**config.mk**
```make
export PLATFORM = sky130hd
export DESIGN_NAME = cache_tag_top
export DESIGN_NICKNAME = d
export VERILOG_FILES = /design/src/rtl/cache_tag_pkg.sv /design/src/rtl/cache_tag_ctl.sv /design/src/rtl/cache_tag_dp.sv /design/src/rtl/cache_tag_top.sv
export SDC_FILE = /design/constraint.sdc
export NUM_CORES = 1
export LEC_CHECK = 0
export ABC_AREA = 1
export CAP_MARGIN = 20
export CORE_UTILIZATION = 40
export CTS_BUF_LIST = sky130_fd_sc_hd__clkbuf_16
export CTS_CLUSTER_SIZE = 10
export DETAILED_ROUTE_END_ITERATION = 7
export HOLD_SLACK_MARGIN = 0.1
export PLACE_DENSITY = 0.62
export SLEW_MARGIN = 20
export SYNTH_ARGS = -nofsm -noshare
export SYNTH_HDL_FRONTEND = slang
export SYNTH_SLANG_ARGS = --single-unit
```
**constraint.sdc**
```tcl
create_clock -name clk -period 2.5 [get_ports clk]
set_input_delay 0.25 -clock clk [delete_from_list [all_inputs] [get_ports clk]]
set_output_delay 0.25 -clock clk [all_outputs]
set_load 0.05 [all_outputs]
```
**src/rtl/cache_tag_pkg.sv**
```systemverilog
package cache_tag_pkg;

  typedef enum logic [1:0] {
    KIND_HIT   = 2'd0,
    KIND_QMISS = 2'd1,
    KIND_LMISS = 2'd2
  } kind_e;

  typedef enum logic [1:0] {
    ST_IDLE = 2'd0,
    ST_WB   = 2'd1,
    ST_FILL = 2'd2
  } state_e;

  // strobes from control to datapath
  typedef struct packed {
    logic accept;
    logic flushNow;
    logic wbPop;
  } ctlStrobes_t;

endpackage

```
**src/rtl/cache_tag_ctl.sv**
```systemverilog
module cache_tag_ctl
  import cache_tag_pkg::*;
(
  input  logic        clk,
  input  logic        rstN,
  input  logic        flush,
  input  logic        probeValid,
  input  logic        lookHit,
  input  logic        lookPresent,
  input  logic        wbPending,
  input  logic        wbAck,
  input  logic        fillAck,
  output ctlStrobes_t stb,
  output logic        probeReady,
  output logic        wbValid,
  output logic        fillValid
);

  state_e stQ, stNxt;

  always_comb begin
    stb.flushNow = (stQ == ST_IDLE) && flush;
    stb.accept   = (stQ == ST_IDLE) && !flush && probeValid;
    stb.wbPop    = (stQ == ST_WB) && wbPending && wbAck;
    probeReady   = (stQ == ST_IDLE) && !flush;
    wbValid      = (stQ == ST_WB) && wbPending;
    fillValid    = (stQ == ST_FILL);
  end

  always_comb begin
    stNxt = stQ;
    case (stQ)
      ST_IDLE: if (stb.accept) begin
        if (!lookHit)          stNxt = ST_WB;
        else if (!lookPresent) stNxt = ST_FILL;
      end
      ST_WB:   if (!wbPending) stNxt = ST_FILL;
      ST_FILL: if (fillAck)    stNxt = ST_IDLE;
      default: stNxt = ST_IDLE;
    endcase
  end

  always_ff @(posedge clk or negedge rstN)
    if (!rstN) stQ <= ST_IDLE;
    else       stQ <= stNxt;

  // at most one memory request at a time
  a_r5_one_request: assert property (@(posedge clk) disable iff (!rstN)
    !(wbValid && fillValid));
  // fill only after every write-back is gone
  a_r5_fill_after_wb: assert property (@(posedge clk) disable iff (!rstN)
    fillValid |-> !wbPending);
  // no new probe while a request is open
  a_r5_busy_not_ready: assert property (@(posedge clk) disable iff (!rstN)
    (wbValid || fillValid) |-> !probeReady);
  // fill held until acknowledged
  a_r5_fill_held: assert property (@(posedge clk) disable iff (!rstN)
    (fillValid && !fillAck) |=> fillValid);

endmodule

```
**src/rtl/cache_tag_dp.sv**
```systemverilog
module cache_tag_dp
  import cache_tag_pkg::*;
#(
  parameter int LINES  = 4,
  parameter int QUADS  = 2,
  parameter int ADDR_W = 16,
  parameter int CNT_W  = 16,
  localparam int VIC_W = (LINES > 1) ? $clog2(LINES) : 1
) (
  input  logic              clk,
  input  logic              rstN,
  input  ctlStrobes_t       stb,
  input  logic              shiftOnHit,
  input  logic              pseudoLru,
  input  logic              probeWrite,
  input  logic              probeJump,
  input  logic [ADDR_W-1:0] probeAddr,
  output logic              lookHit,
  output logic              lookPresent,
  output logic              wbPending,
  output logic [ADDR_W-1:0] wbAddr,
  output logic [ADDR_W-1:0] fillAddr,
  output logic              resultValid,
  output logic [1:0]        resultKind,
  output logic [QUADS-1:0]  resultRef,
  output logic [VIC_W-1:0]  victimIdx,
  output logic [CNT_W-1:0]  cntProbe,
  output logic [CNT_W-1:0]  cntRead,
  output logic [CNT_W-1:0]  cntWrite,
  output logic [CNT_W-1:0]  cntWriteMiss,
  output logic [CNT_W-1:0]  cntWriteClean,
  output logic [CNT_W-1:0]  cntQuadMiss,
  output logic [CNT_W-1:0]  cntLineMiss,
  output logic [CNT_W-1:0]  cntJumpMiss,
  output logic [CNT_W-1:0]  cntDirtyWb
);

  localparam int WPL    = QUADS * 4;
  localparam int OFF_W  = $clog2(WPL);
  localparam int TAG_W  = ADDR_W - OFF_W;
  localparam int QIDX_W = (QUADS > 1) ? $clog2(QUADS) : 1;

  logic [TAG_W-1:0]  tagQ   [LINES];
  logic [QUADS-1:0]  presQ  [LINES];
  logic [QUADS-1:0]  dirtyQ [LINES];
  logic [QUADS-1:0]  refQ   [LINES];
  logic [LINES-1:0]  validQ;
  logic [VIC_W-1:0]  vicQ, vicInc, hitIdx;
  logic [TAG_W-1:0]  wbTagQ;
  logic [QUADS-1:0]  wbMaskQ;
  logic [QIDX_W-1:0] wbQuad;
  logic [ADDR_W-1:0] fillAddrQ;
  logic [1:0]        resKindQ;
  logic [QUADS-1:0]  resRefQ;
  logic              resValidQ;

  logic [TAG_W-1:0]  lineTag;
  logic [QIDX_W-1:0] quadIdx;
  logic [QUADS-1:0]  quadBit;
  logic              missAny, cleanWrite;

  assign lineTag = probeAddr[ADDR_W-1:OFF_W];
  assign quadIdx = QIDX_W'((probeAddr >> 2) & ADDR_W'(QUADS - 1));
  assign quadBit = QUADS'(1) << quadIdx;
  assign vicInc  = (vicQ == VIC_W'(LINES - 1)) ? '0 : vicQ + 1'b1;

  // parallel compare against every entry
  always_comb begin
    lookHit = 1'b0;
    hitIdx  = '0;
    for (int i = 0; i < LINES; i++)
      if (validQ[i] && tagQ[i] == lineTag) begin
        lookHit = 1'b1;
        hitIdx  = VIC_W'(i);
      end
  end
  assign lookPresent = |(presQ[hitIdx] & quadBit);
  assign missAny     = !lookHit || !lookPresent;
  assign cleanWrite  = probeWrite && (!lookHit || !(|(dirtyQ[hitIdx] & quadBit)));

  // lowest dirty quad goes out first
  always_comb begin
    wbQuad = '0;
    for (int q = QUADS - 1; q >= 0; q--)
      if (wbMaskQ[q]) wbQuad = QIDX_W'(q);
  end
  assign wbPending = |wbMaskQ;
  assign wbAddr    = {wbTagQ, {OFF_W{1'b0}}} | (ADDR_W'(wbQuad) << 2);
  assign fillAddr  = fillAddrQ;

  always_ff @(posedge clk or negedge rstN) begin
    if (!rstN) begin
      validQ    <= '0;
      vicQ      <= '0;
      wbTagQ    <= '0;
      wbMaskQ   <= '0;
      fillAddrQ <= '0;
      resValidQ <= 1'b0;
      resKindQ  <= KIND_HIT;
      resRefQ   <= '0;
      for (int i = 0; i < LINES; i++) begin
        tagQ[i]   <= '0;
        presQ[i]  <= '0;
        dirtyQ[i] <= '0;
        refQ[i]   <= '0;
      end
    end else begin
      resValidQ <= stb.accept;
      if (stb.flushNow) begin
        validQ <= '0;
        vicQ   <= '0;
        for (int i = 0; i < LINES; i++) begin
          presQ[i]  <= '0;
          dirtyQ[i] <= '0;
          refQ[i]   <= '0;
        end
      end else if (stb.accept) begin
        fillAddrQ <= probeAddr & ~ADDR_W'(3);
        if (lookHit) begin
          resKindQ      <= lookPresent ? KIND_HIT : KIND_QMISS;
          presQ[hitIdx] <= presQ[hitIdx] | quadBit;
          if (probeWrite) dirtyQ[hitIdx] <= dirtyQ[hitIdx] | quadBit;
          if (pseudoLru)  refQ[hitIdx]   <= refQ[hitIdx] | quadBit;
          resRefQ <= refQ[hitIdx] | (pseudoLru ? quadBit : '0);
          if (shiftOnHit && hitIdx == vicQ) vicQ <= vicInc;
        end else begin
          resKindQ     <= KIND_LMISS;
          wbTagQ       <= tagQ[vicQ];
          wbMaskQ      <= validQ[vicQ] ? dirtyQ[vicQ] : '0;
          tagQ[vicQ]   <= lineTag;
          validQ[vicQ] <= 1'b1;
          presQ[vicQ]  <= quadBit;
          dirtyQ[vicQ] <= probeWrite ? quadBit : '0;
          refQ[vicQ]   <= '0;
          resRefQ      <= '0;
          vicQ         <= vicInc;
        end
      end else if (stb.wbPop) begin
        wbMaskQ <= wbMaskQ & ~(QUADS'(1) << wbQuad);
      end
    end
  end

  always_ff @(posedge clk or negedge rstN) begin
    if (!rstN) begin
      cntProbe <= '0; cntRead <= '0; cntWrite <= '0; cntWriteMiss <= '0;
      cntWriteClean <= '0; cntQuadMiss <= '0; cntLineMiss <= '0;
      cntJumpMiss <= '0; cntDirtyWb <= '0;
    end else begin
      if (stb.accept) begin
        cntProbe <= cntProbe + 1'b1;
        if (probeWrite) cntWrite <= cntWrite + 1'b1;
        else            cntRead  <= cntRead + 1'b1;
        if (probeWrite && missAny) cntWriteMiss <= cntWriteMiss + 1'b1;
        if (cleanWrite)            cntWriteClean <= cntWriteClean + 1'b1;
        if (lookHit && !lookPresent) cntQuadMiss <= cntQuadMiss + 1'b1;
        if (!lookHit)              cntLineMiss <= cntLineMiss + 1'b1;
        if (probeJump && missAny)  cntJumpMiss <= cntJumpMiss + 1'b1;
      end
      if (stb.wbPop) cntDirtyWb <= cntDirtyWb + 1'b1;
    end
  end

  assign resultValid = resValidQ;
  assign resultKind  = resKindQ;
  assign resultRef   = resRefQ;
  assign victimIdx   = vicQ;

  // a line miss always moves the pointer
  a_r6_line_miss_moves: assert property (@(posedge clk) disable iff (!rstN)
    ((LINES > 1) && stb.accept && !lookHit) |=> (victimIdx != $past(victimIdx)));
  // flush empties the directory and rewinds the pointer
  a_r11_flush_clears: assert property (@(posedge clk) disable iff (!rstN)
    stb.flushNow |=> (validQ == '0 && victimIdx == '0));
  // a write hit leaves the quad dirty
  a_r8_write_dirty: assert property (@(posedge clk) disable iff (!rstN)
    (stb.accept && probeWrite && lookHit) |=> ((dirtyQ[$past(hitIdx)] & $past(quadBit)) != '0));
  // a write-back address is stable until popped
  a_r4_wb_stable: assert property (@(posedge clk) disable iff (!rstN)
    (wbPending && !stb.wbPop) |=> $stable(wbAddr));
  // after a flush the next probe cannot hit
  a_r12_empty_no_match: assert property (@(posedge clk) disable iff (!rstN)
    (validQ == '0) |-> !lookHit);

endmodule

```
**src/rtl/cache_tag_top.sv**
```systemverilog
module cache_tag_top
  import cache_tag_pkg::*;
#(
  parameter int LINES  = 4,
  parameter int QUADS  = 2,
  parameter int ADDR_W = 16,
  parameter int CNT_W  = 16,
  localparam int VIC_W = (LINES > 1) ? $clog2(LINES) : 1
) (
  input  logic              clk,
  input  logic              rstN,
  input  logic              flush,
  input  logic              shiftOnHit,
  input  logic              pseudoLru,
  input  logic              probeValid,
  input  logic              probeWrite,
  input  logic              probeJump,
  input  logic [ADDR_W-1:0] probeAddr,
  output logic              probeReady,
  output logic              resultValid,
  output logic [1:0]        resultKind,
  output logic [QUADS-1:0]  resultRef,
  output logic [VIC_W-1:0]  victimIdx,
  output logic              wbValid,
  output logic [ADDR_W-1:0] wbAddr,
  input  logic              wbAck,
  output logic              fillValid,
  output logic [ADDR_W-1:0] fillAddr,
  input  logic              fillAck,
  output logic [CNT_W-1:0]  cntProbe,
  output logic [CNT_W-1:0]  cntRead,
  output logic [CNT_W-1:0]  cntWrite,
  output logic [CNT_W-1:0]  cntWriteMiss,
  output logic [CNT_W-1:0]  cntWriteClean,
  output logic [CNT_W-1:0]  cntQuadMiss,
  output logic [CNT_W-1:0]  cntLineMiss,
  output logic [CNT_W-1:0]  cntJumpMiss,
  output logic [CNT_W-1:0]  cntDirtyWb
);

  ctlStrobes_t stb;
  logic lookHit, lookPresent, wbPending;

  cache_tag_ctl ctl_i (
    .clk, .rstN, .flush, .probeValid, .lookHit, .lookPresent, .wbPending,
    .wbAck, .fillAck, .stb, .probeReady, .wbValid, .fillValid
  );

  cache_tag_dp #(.LINES(LINES), .QUADS(QUADS), .ADDR_W(ADDR_W), .CNT_W(CNT_W)) dp_i (
    .clk, .rstN, .stb, .shiftOnHit, .pseudoLru, .probeWrite, .probeJump, .probeAddr,
    .lookHit, .lookPresent, .wbPending, .wbAddr, .fillAddr, .resultValid,
    .resultKind, .resultRef, .victimIdx, .cntProbe, .cntRead, .cntWrite,
    .cntWriteMiss, .cntWriteClean, .cntQuadMiss, .cntLineMiss, .cntJumpMiss,
    .cntDirtyWb
  );

endmodule

```
* Word level (Yosys, flattened, before mapping)
Cells that the tools add are included.
Operators by class: reductions and logical operators 44, $add $sub $neg 10, shift-type cells 2, $lt $le $gt $ge 6, eq/ne operators 17, bitwise operators 17, multiplexer cells 74
Operators by type and width (count):
- adder 16 x 1 -> 16 bit (second input constant) | 9
- 2-to-1 mux 8 bit | 11
- 2-to-1 mux 2 bit | 30
- bitwise mux 52 bit | 1
- equality test 13 bit | 4
- bitwise mux 8 bit | 5
- 2-to-1 mux 13 bit | 3
- binary-select mux 13 bit (select 2 bit) | 1
- demux 13 bit (select 2 bit) | 1
- AND reduction 2 bit | 12
- logical AND 1 bit | 17
- binary-select mux 2 bit (select 2 bit) | 4
- OR 16 x 3 -> 16 bit | 1
- 2-to-1 mux 4 bit | 3
- 2-to-1 mux 1 bit | 10
- inequality test 3 bit (second input constant) | 3
- bitwise AND 8 bit | 1
- demux 2 bit (select 2 bit) | 2
- NOT 8 bit | 1
- OR 2 bit | 4
- bitwise AND 2 bit | 3
- >= comparator 3 bit (second input constant) | 2
- less-than comparator 3 x 1 -> 1 bit (second input constant) | 2
- inequality test 2 bit (second input constant) | 3
- 23 further kinds | 37
Word-level totals: register bits after elaboration 262, word-level logic and storage cells 204, output and inout port bits 186, bits of input ports 26

* Logic depth before layout (Yosys ltp)
Gate-level depths: netlist of run 1.
word-level depth 15, depth in mapped cells 21

* Modules after synthesis
A second synthesis of run 1 with hierarchy kept.
Second synthesis, totals: cell total of the unflattened synthesis 1946, area, all modules 14845.5 µm²
By module, submodules not included:
- cache_tag_dp | cells an instance 1915, instances 1, area each 14677.8 µm²
- cache_tag_ctl | cells an instance 31, instances 1, area each 167.7 µm²

* Worst setup path after synthesis of run 1
Ideal clock, no wire load.
path kind flip-flop to flip-flop, start register dp_i.wbMaskQ[0], end register dp_i.cntDirtyWb[15], setup slack -0.233 ns, data arrival time 2.593 ns, data required time 2.360 ns, cell stages (with the launch flop) 11, buffers on the path 0, cells stage by stage dfrtp_1 inv_1 a211oi_2 nand2_1 nor2_1 nand3_1 nor2_1 nand3_1 nor2_1 nand4_1 xnor2_1
On the way: word-level cells in the longest chain between the ends 3
Ends and longest elaborated chain:
- start: declaration | RTL line cache_tag_dp.sv:50 | logic [QUADS-1:0] wbMaskQ;
- start signal: assignment | RTL line cache_tag_dp.sv:129 | wbMaskQ <= validQ[vicQ] ? dirtyQ[vicQ] : '0;
- start signal: assignment | RTL line cache_tag_dp.sv:139 | wbMaskQ <= wbMaskQ & ~(QUADS'(1) << wbQuad);
- OR reduction 2 bit | RTL line cache_tag_dp.sv:87 | assign wbPending = |wbMaskQ;
- logical AND 1 bit
- net wbValid | RTL line cache_tag_top.sv:24 | output logic wbValid,
- logical AND 1 bit | RTL line cache_tag_ctl.sv:24 | stb.wbPop = (stQ == ST_WB) && wbPending && wbAck;
- end signal: assignment | RTL line cache_tag_dp.sv:160 | if (stb.wbPop) cntDirtyWb <= cntDirtyWb + 1'b1;
- end: declaration | RTL line cache_tag_dp.sv:35 | output logic [CNT_W-1:0] cntDirtyWb
The timed path passes the listed nets, and every way through them passes these cells. A chain may end at the register's enable or synchronous reset.

* Worst setup path after layout of run 1
start register dp_i.tagQ[1] in the netlist's numbering, end register dp_i.cntLineMiss[10]
On the way: word-level cells in the longest chain between the ends 5
Ends and longest elaborated chain:
- start: declaration | RTL line cache_tag_dp.sv:43 | logic [TAG_W-1:0] tagQ [LINES];
- start signal: indexed assignment | RTL line cache_tag_dp.sv:130 | tagQ[vicQ] <= lineTag;
- equality test 13 bit | RTL line cache_tag_dp.sv:72 | if (validQ[i] && tagQ[i] == lineTag) begin
- logical AND 1 bit | RTL line cache_tag_dp.sv:72
- 2-to-1 mux 1 bit | RTL line cache_tag_dp.sv:72
- NOT 1 bit (no source line)
- AND reduction 2 bit (no source line)
- end signal: assignment | RTL line cache_tag_dp.sv:157 | if (!lookHit) cntLineMiss <= cntLineMiss + 1'b1;
- end: declaration | RTL line cache_tag_dp.sv:33 | output logic [CNT_W-1:0] cntLineMiss,
No other way between the ends.

==> impl_metrics.tcl, run 1 <==
set metrics [dict create \
    status "complete, no violations" \
    mostFrequentLayoutCell "nand2_1" \
    core-area_um2 36600 \
    dpl.hpwl_um 36300 \
    clk_pin_slew_ns 0.05 \
    cpPeakStageDelay_ns 0.44 \
    fmax_mhz 426 \
    place_area_um2 19000 \
    num_vias 14400 \
    cap_violations 0 \
    setup_viol 0 \
    yosys_most_used_dff "dfrtp_1" \
    total_power_w 0.0191 \
    clock_latency_ns 0.54 \
    grt_first_pass_wirelength_um 75300 \
    synth_area_leader_cell "dfrtp_1" \
    start_util_pct 40.7 \
    wl_um 47100 \
    place_congestion 0.991 \
    tightest_slew_ns 0.662 \
    start_kind "flip-flop" \
    synth_cells 1937 \
    cpLargestDelayFamily "simple AND/OR/NAND/NOR gates" \
    slew_violations 0 \
    portBuffers 205 \
    cts.path.max_buffers 3 \
    synth_seq_cells 262 \
    num_io_pins 212 \
    synth_top_cell_area_share_pct 44.0 \
    layout_min_cycle_time_ns 2.35 \
    numClockSinks 262 \
    die-height_um 195 \
    antenna_found_initial 1 \
    antenna_left 0 \
    yosys-top-cells-area "dfrtp_1, nand2_1, o21ai_0, xor2_1, nor2_1" \
    hp-class "input pin to async pin" \
    crit_chain "inv_1 > nand2_1 > nand2_1 > nor2_1 > nand2_1 > nor2_4 > nand2_4 > nand2_4 > inv_2 > nand3_2 > nor2_4 > buf_12 > nand4_1 > buf_4 > xnor2_1" \
    grt_max_degree 82 \
    cp.depth 15 \
    rows 70 \
    p_leak_nw 9.54 \
    fin_nets 2368 \
    clockRootBuffer "clkbuf_16" \
    worst-setup-path-type "flip-flop to flip-flop" \
    drc_errors 0 \
    mostFrequentLayoutCells "nand2_1, dfrtp_1, clkdlybuf4s50_1" \
    cts_buffers 34 \
    grt_pass1_vias 13700 \
    cp-end-kind "flip-flop" \
    drt-initial-drc-count 1097 \
    area_growth_pct 34.6 \
    fin_skew_ns 0.0220 \
    cp_max_fo 33 \
    htreeDepth 2 \
    n_antenna_cell 0 \
    ys_seq_area_share_pct 44.0 \
    powerDensity_nw_per_um2 952 \
    timing.hold.ws_ns 0.283 \
    slew_headroom_pct 55.9 \
    yosys_warnings 0 \
    grt_overflow 0 \
    hold_viol 0 \
    ir_drop_uv 546 \
    netlist_area_um2 14900 \
    fp.dieArea_um2 38000 \
    synth_edf_count 0 \
    cp.arrival_ns 2.76 \
    synth_area_per_cell_um2 7.69 \
    dr.pass1.iters 8 \
    r2r_cells 15 \
    design_area_um2 20000 \
    critical-path-slowest-cell "dfrtp_2" \
    wl_per_cell_um 16.7 \
    grt_use_total_pct 25.1 \
    setup_tns_ns 0 \
    synth.distinct_cells 51 \
    worstPathRequired_ns 2.91 \
    crit_top_cell "nand2_1" \
    cts_tree "done" \
    fin_crit_sh_pct 93.8 \
    crit_buf_inv 4 \
    postSynth.asyncResetShare_pct 100 \
    cts_setup_buffers 0 \
    fp.dieW_um 195 \
    drive_gt1_share_pct 15.6 \
    viasPerCell 5.13 \
    rsz0062_at_grt "true" \
]
-- worst paths after layout --
| kind | slack, ns | startpoint | endpoint |
|---|---|---|---|
| max in group asynchronous | 1.34 | rstN | dp_i.cntWriteMiss[14] |
| min reg2reg | 0.47 | dp_i.cntWrite[15] | dp_i.cntWrite[15] |
| max | 0.15 | dp_i.tagQ[1] | dp_i.cntLineMiss[10] |
| max reg2reg | 0.15 | dp_i.tagQ[1] | dp_i.cntLineMiss[10] |
| min in group clk | 0.32 | probeAddr[7] | dp_i.tagQ[17] |
| min | 0.28 | rstN | dp_i.cntLineMiss[5] |
-- per-layer routing --
metal	track usage [%]	up-vias	part of all wire, %
met1	35.9	6817	46
met5	0	-	0
met2	38.2	463	44
met3	4.53	87	6.9
met4	8.14	0	2.7
li1	-	7055	-
-- state kept, by name, summed over array words and instances, names as in the netlist, 4 cells and up --
register,count
dp_i.tagQ,52
dp_i.cntDirtyWb,16
dp_i.cntJumpMiss,16
dp_i.cntLineMiss,16
dp_i.cntProbe,16
dp_i.cntQuadMiss,16
dp_i.cntRead,16
dp_i.cntWriteClean,16
dp_i.cntWriteMiss,16
dp_i.cntWrite,16
dp_i.fillAddr,14
dp_i.wbTagQ,13
dp_i.dirtyQ,8
dp_i.presQ,8
dp_i.refQ,8
dp_i.validQ,4
-- final cells by class --
type,count,area (µm²)
clock buffer,35,876
clock inverter,17,116
fill,3425,16600
inverter,185,698
multi-input combinational,1435,7400
sequential,262,6560
tap,468,586
timing repair buffer,411,3810
-- metrics by stage --
step | cells | utilization, % | worst slack (ns)
3_5_place_dp | 2760 | 51.8 | -0.399
3_3_place_gp | 2760 | 51.8 | -0.364
6_report | 2813 | 54.8 | 0.154
5_1_grt | 2813 | 54.8 | -0.00627
4_1_cts | 2813 | 54.5 | 0.0424
2_1_floorplan | 1940 | - | 0.0242
-- cell usage after synthesis (17+ instances only) --
cell and count:
o21ai_0 135, nand2_1 573, nor3_1 38, xor2_1 75, nand3_1 111, nor2_1 167
nand2_2 24, inv_2 17, dfrtp_1 262, xnor2_1 59, clkbuf_1 28, a21oi_1 50
inv_1 162, nand4_1 76
-- timing repair --
action / 4_1_cts / 5_1_grt
endpoints found under the hold margin: 74 / 0
hold buffers: 1 / 0
endpoints found under the setup margin: 0 / 109
resized for setup: 0 / 29
-- cell families (layout without fill, tap and decap cells) --
logic type      Yosys count  count (layout)  synth area share (%)
other cells               1               4                0.0252
buf+inv                 243             648                  6.90
fa+ha+maj                13              13                  1.09
flops                   262             262                  44.0
xor+xnor                135             135                  7.99
mux                       2               2                 0.151
compound gates          227             227                  8.26
simple gates           1054            1054                  31.5
-- report_power, final --
group,internal (W),total (W),switching (W)
clock,0.00261,0.00448,0.00187
combinational,0.00293,0.00817,0.00525
sequential,0.00527,0.00644,0.00117
No activity file was read; power rests on OpenSTA's default activity.
==> run 2: changes to the inputs <==
==> constraint.sdc (replaced) <==
create_clock -name clk -period 2.9 [get_ports clk]
set_input_delay 0.29 -clock clk [delete_from_list [all_inputs] [get_ports clk]]
set_output_delay 0.29 -clock clk [all_outputs]
set_load 0.02 [all_outputs]
==> impl_metrics.tcl, run 2 (synthesis results as in run 1) <==
set metrics [dict create \
    slew_violations 0 \
    start_util_pct 40.7 \
    largest_register_ffs 52 \
    cp-end-kind "flip-flop" \
    core-area_um2 36600 \
    cts.path.max_buffers 3 \
    rows 70 \
    grt_max_degree 75 \
    r2r-start "dp_i.tagQ[38]" \
    wl_per_cell_um 16.2 \
    area_growth_pct 27.6 \
    endpoint "dp_i.dirtyQ[3]" \
    startpoint "probeAddr[15]" \
    fp.dieArea_um2 38000 \
    portBuffers 205 \
    fin_crit_sh_pct 87.3 \
    worst-setup-path-type "input pin to flip-flop" \
    cts_hold_buf 1 \
    cp.arrival_ns 2.92 \
    cts_setup_buffers 0 \
    place_congestion 0.951 \
    slew_headroom_pct 59.3 \
    num_io_pins 212 \
    clock_latency_ns 0.52 \
    cts_buffers 34 \
    place_inst 2644 \
    tightest_slew_ns 0.605 \
    cts_tree "done" \
    cap_violations 0 \
    r2r_end "dp_i.dirtyQ[3]" \
    fmax_mhz 395 \
    instances_no_fill 2699 \
    powerDensity_nw_per_um2 761 \
    status "complete, no violations" \
    dpl.hpwl_um 32800 \
    hp-class "input pin to async pin" \
    antenna_found_initial 0 \
    start_kind "input pin" \
    grt_use_total_pct 23.0 \
    mostFrequentLayoutCells "nand2_1, dfrtp_1, clkdlybuf4s50_1" \
    viasPerCell 5.12 \
    r2r_cells 13 \
    cts_resized 0 \
    fp.dieW_um 195 \
    rsz0062_at_grt "false" \
    antenna_left 0 \
    cp_max_fo 6 \
    p_leak_nw 8.91 \
    clockRootBuffer "clkbuf_16" \
    worstPathRequired_ns 3.29 \
    num_vias 13800 \
    setup_tns_ns 0 \
    fin_nets 2252 \
    layout_min_cycle_time_ns 2.53 \
    n_antenna_cell 0 \
    fin_skew_ns 0.0281 \
    wl_um 43800 \
    drt-initial-drc-count 958 \
    htreeDepth 2 \
    hold_viol 0 \
    ir_drop_uv 359 \
    drive_gt1_share_pct 10.1 \
    dr.pass1.iters 5 \
    drc_errors 0 \
    r2r_setup_slack_ns 0.46 \
    grt_pass1_vias 13000 \
    die-height_um 195 \
    clk_pin_slew_ns 0.05 \
    grt_first_pass_wirelength_um 69900 \
    numClockSinks 262 \
    mostFrequentLayoutCell "nand2_1" \
    largest_register "dp_i.tagQ" \
    grt_overflow 0 \
    place_ws_ns -0.0917 \
    total_power_w 0.0144 \
    finalWorstSetupSlack_ns 0.368 \
    setup_viol 0 \
]
run 2: stage by stage:
step | utilization [%] | cell area, µm² | hold WS [ns]
final | 51.9 | 19000 | 0.316
after global routing | 51.9 | 19000 | 0.353
after CTS | 51.9 | 19000 | 0.326
after detailed placement | 49.3 | 18000 | 0.274
after global placement | 49.3 | 18000 | 0.257
after floorplan | - | 14900 | -0.00559
run 2: layout make-up:
class	instances	area (µm²)
fill	3509	17600
clock inverter	19	78.8
clock buffer	35	876
sequential	262	6560
multi-input combinational	1435	7320
inverter	185	698
timing repair buffer	295	2890
tap	468	586
run 2: worst min-delay path by stage:
stage	start	end	slack (ns)	cells past startpoint
global route	rstN	dp_i.cntLineMiss[6]	0.35	2
floorplan	rstN	ctl_i.stQ[0]	-0.006	0
global placement	rstN	dp_i.cntLineMiss[6]	0.26	1
detailed placement	rstN	dp_i.cntLineMiss[6]	0.27	1
finish	rstN	dp_i.cntLineMiss[6]	0.32	2
CTS	rstN	dp_i.tagQ[1]	0.33	2
run 2: report_power, final:
group          total (W)  leakage [nW]  internal [W]  switching (W)
registers        0.00548          3.45       0.00454       0.000941
logic            0.00528          4.95       0.00212        0.00317
clock network    0.00368         0.506       0.00215        0.00153
total             0.0144          8.91       0.00881        0.00564
run 2: routing by layer:
layer / part of all wire, % / global-route usage [%] / up-vias
li1: - / - / 6823
met1: 47 / 32.4 / 6539
met2: 46 / 36.8 / 406
met3: 6.0 / 3.33 / 60
met4: 2.0 / 6.18 / 0
met5: 0 / 0 / -
run 2: worst max-delay path: stages:
cell and delay [ns]:
clkdlybuf4s50_1 0.61, xnor2_1 0.37, nand3_1 0.12, nor3_1 0.21, nand3_1 0.11, nor2_1 0.18, buf_4 0.16, nor2_4 0.06
nand3_2 0.08, nand3_1 0.26, nand3_1 0.28, nor2_1 0.06, nand2_1 0.07, nand2_1 0.05
==> run 3: changes to the inputs <==
- TNS_END_PERCENT: not set -> 50
==> results of run 3 <==
Final layout, timing and power as in run 2 (identical DEF).
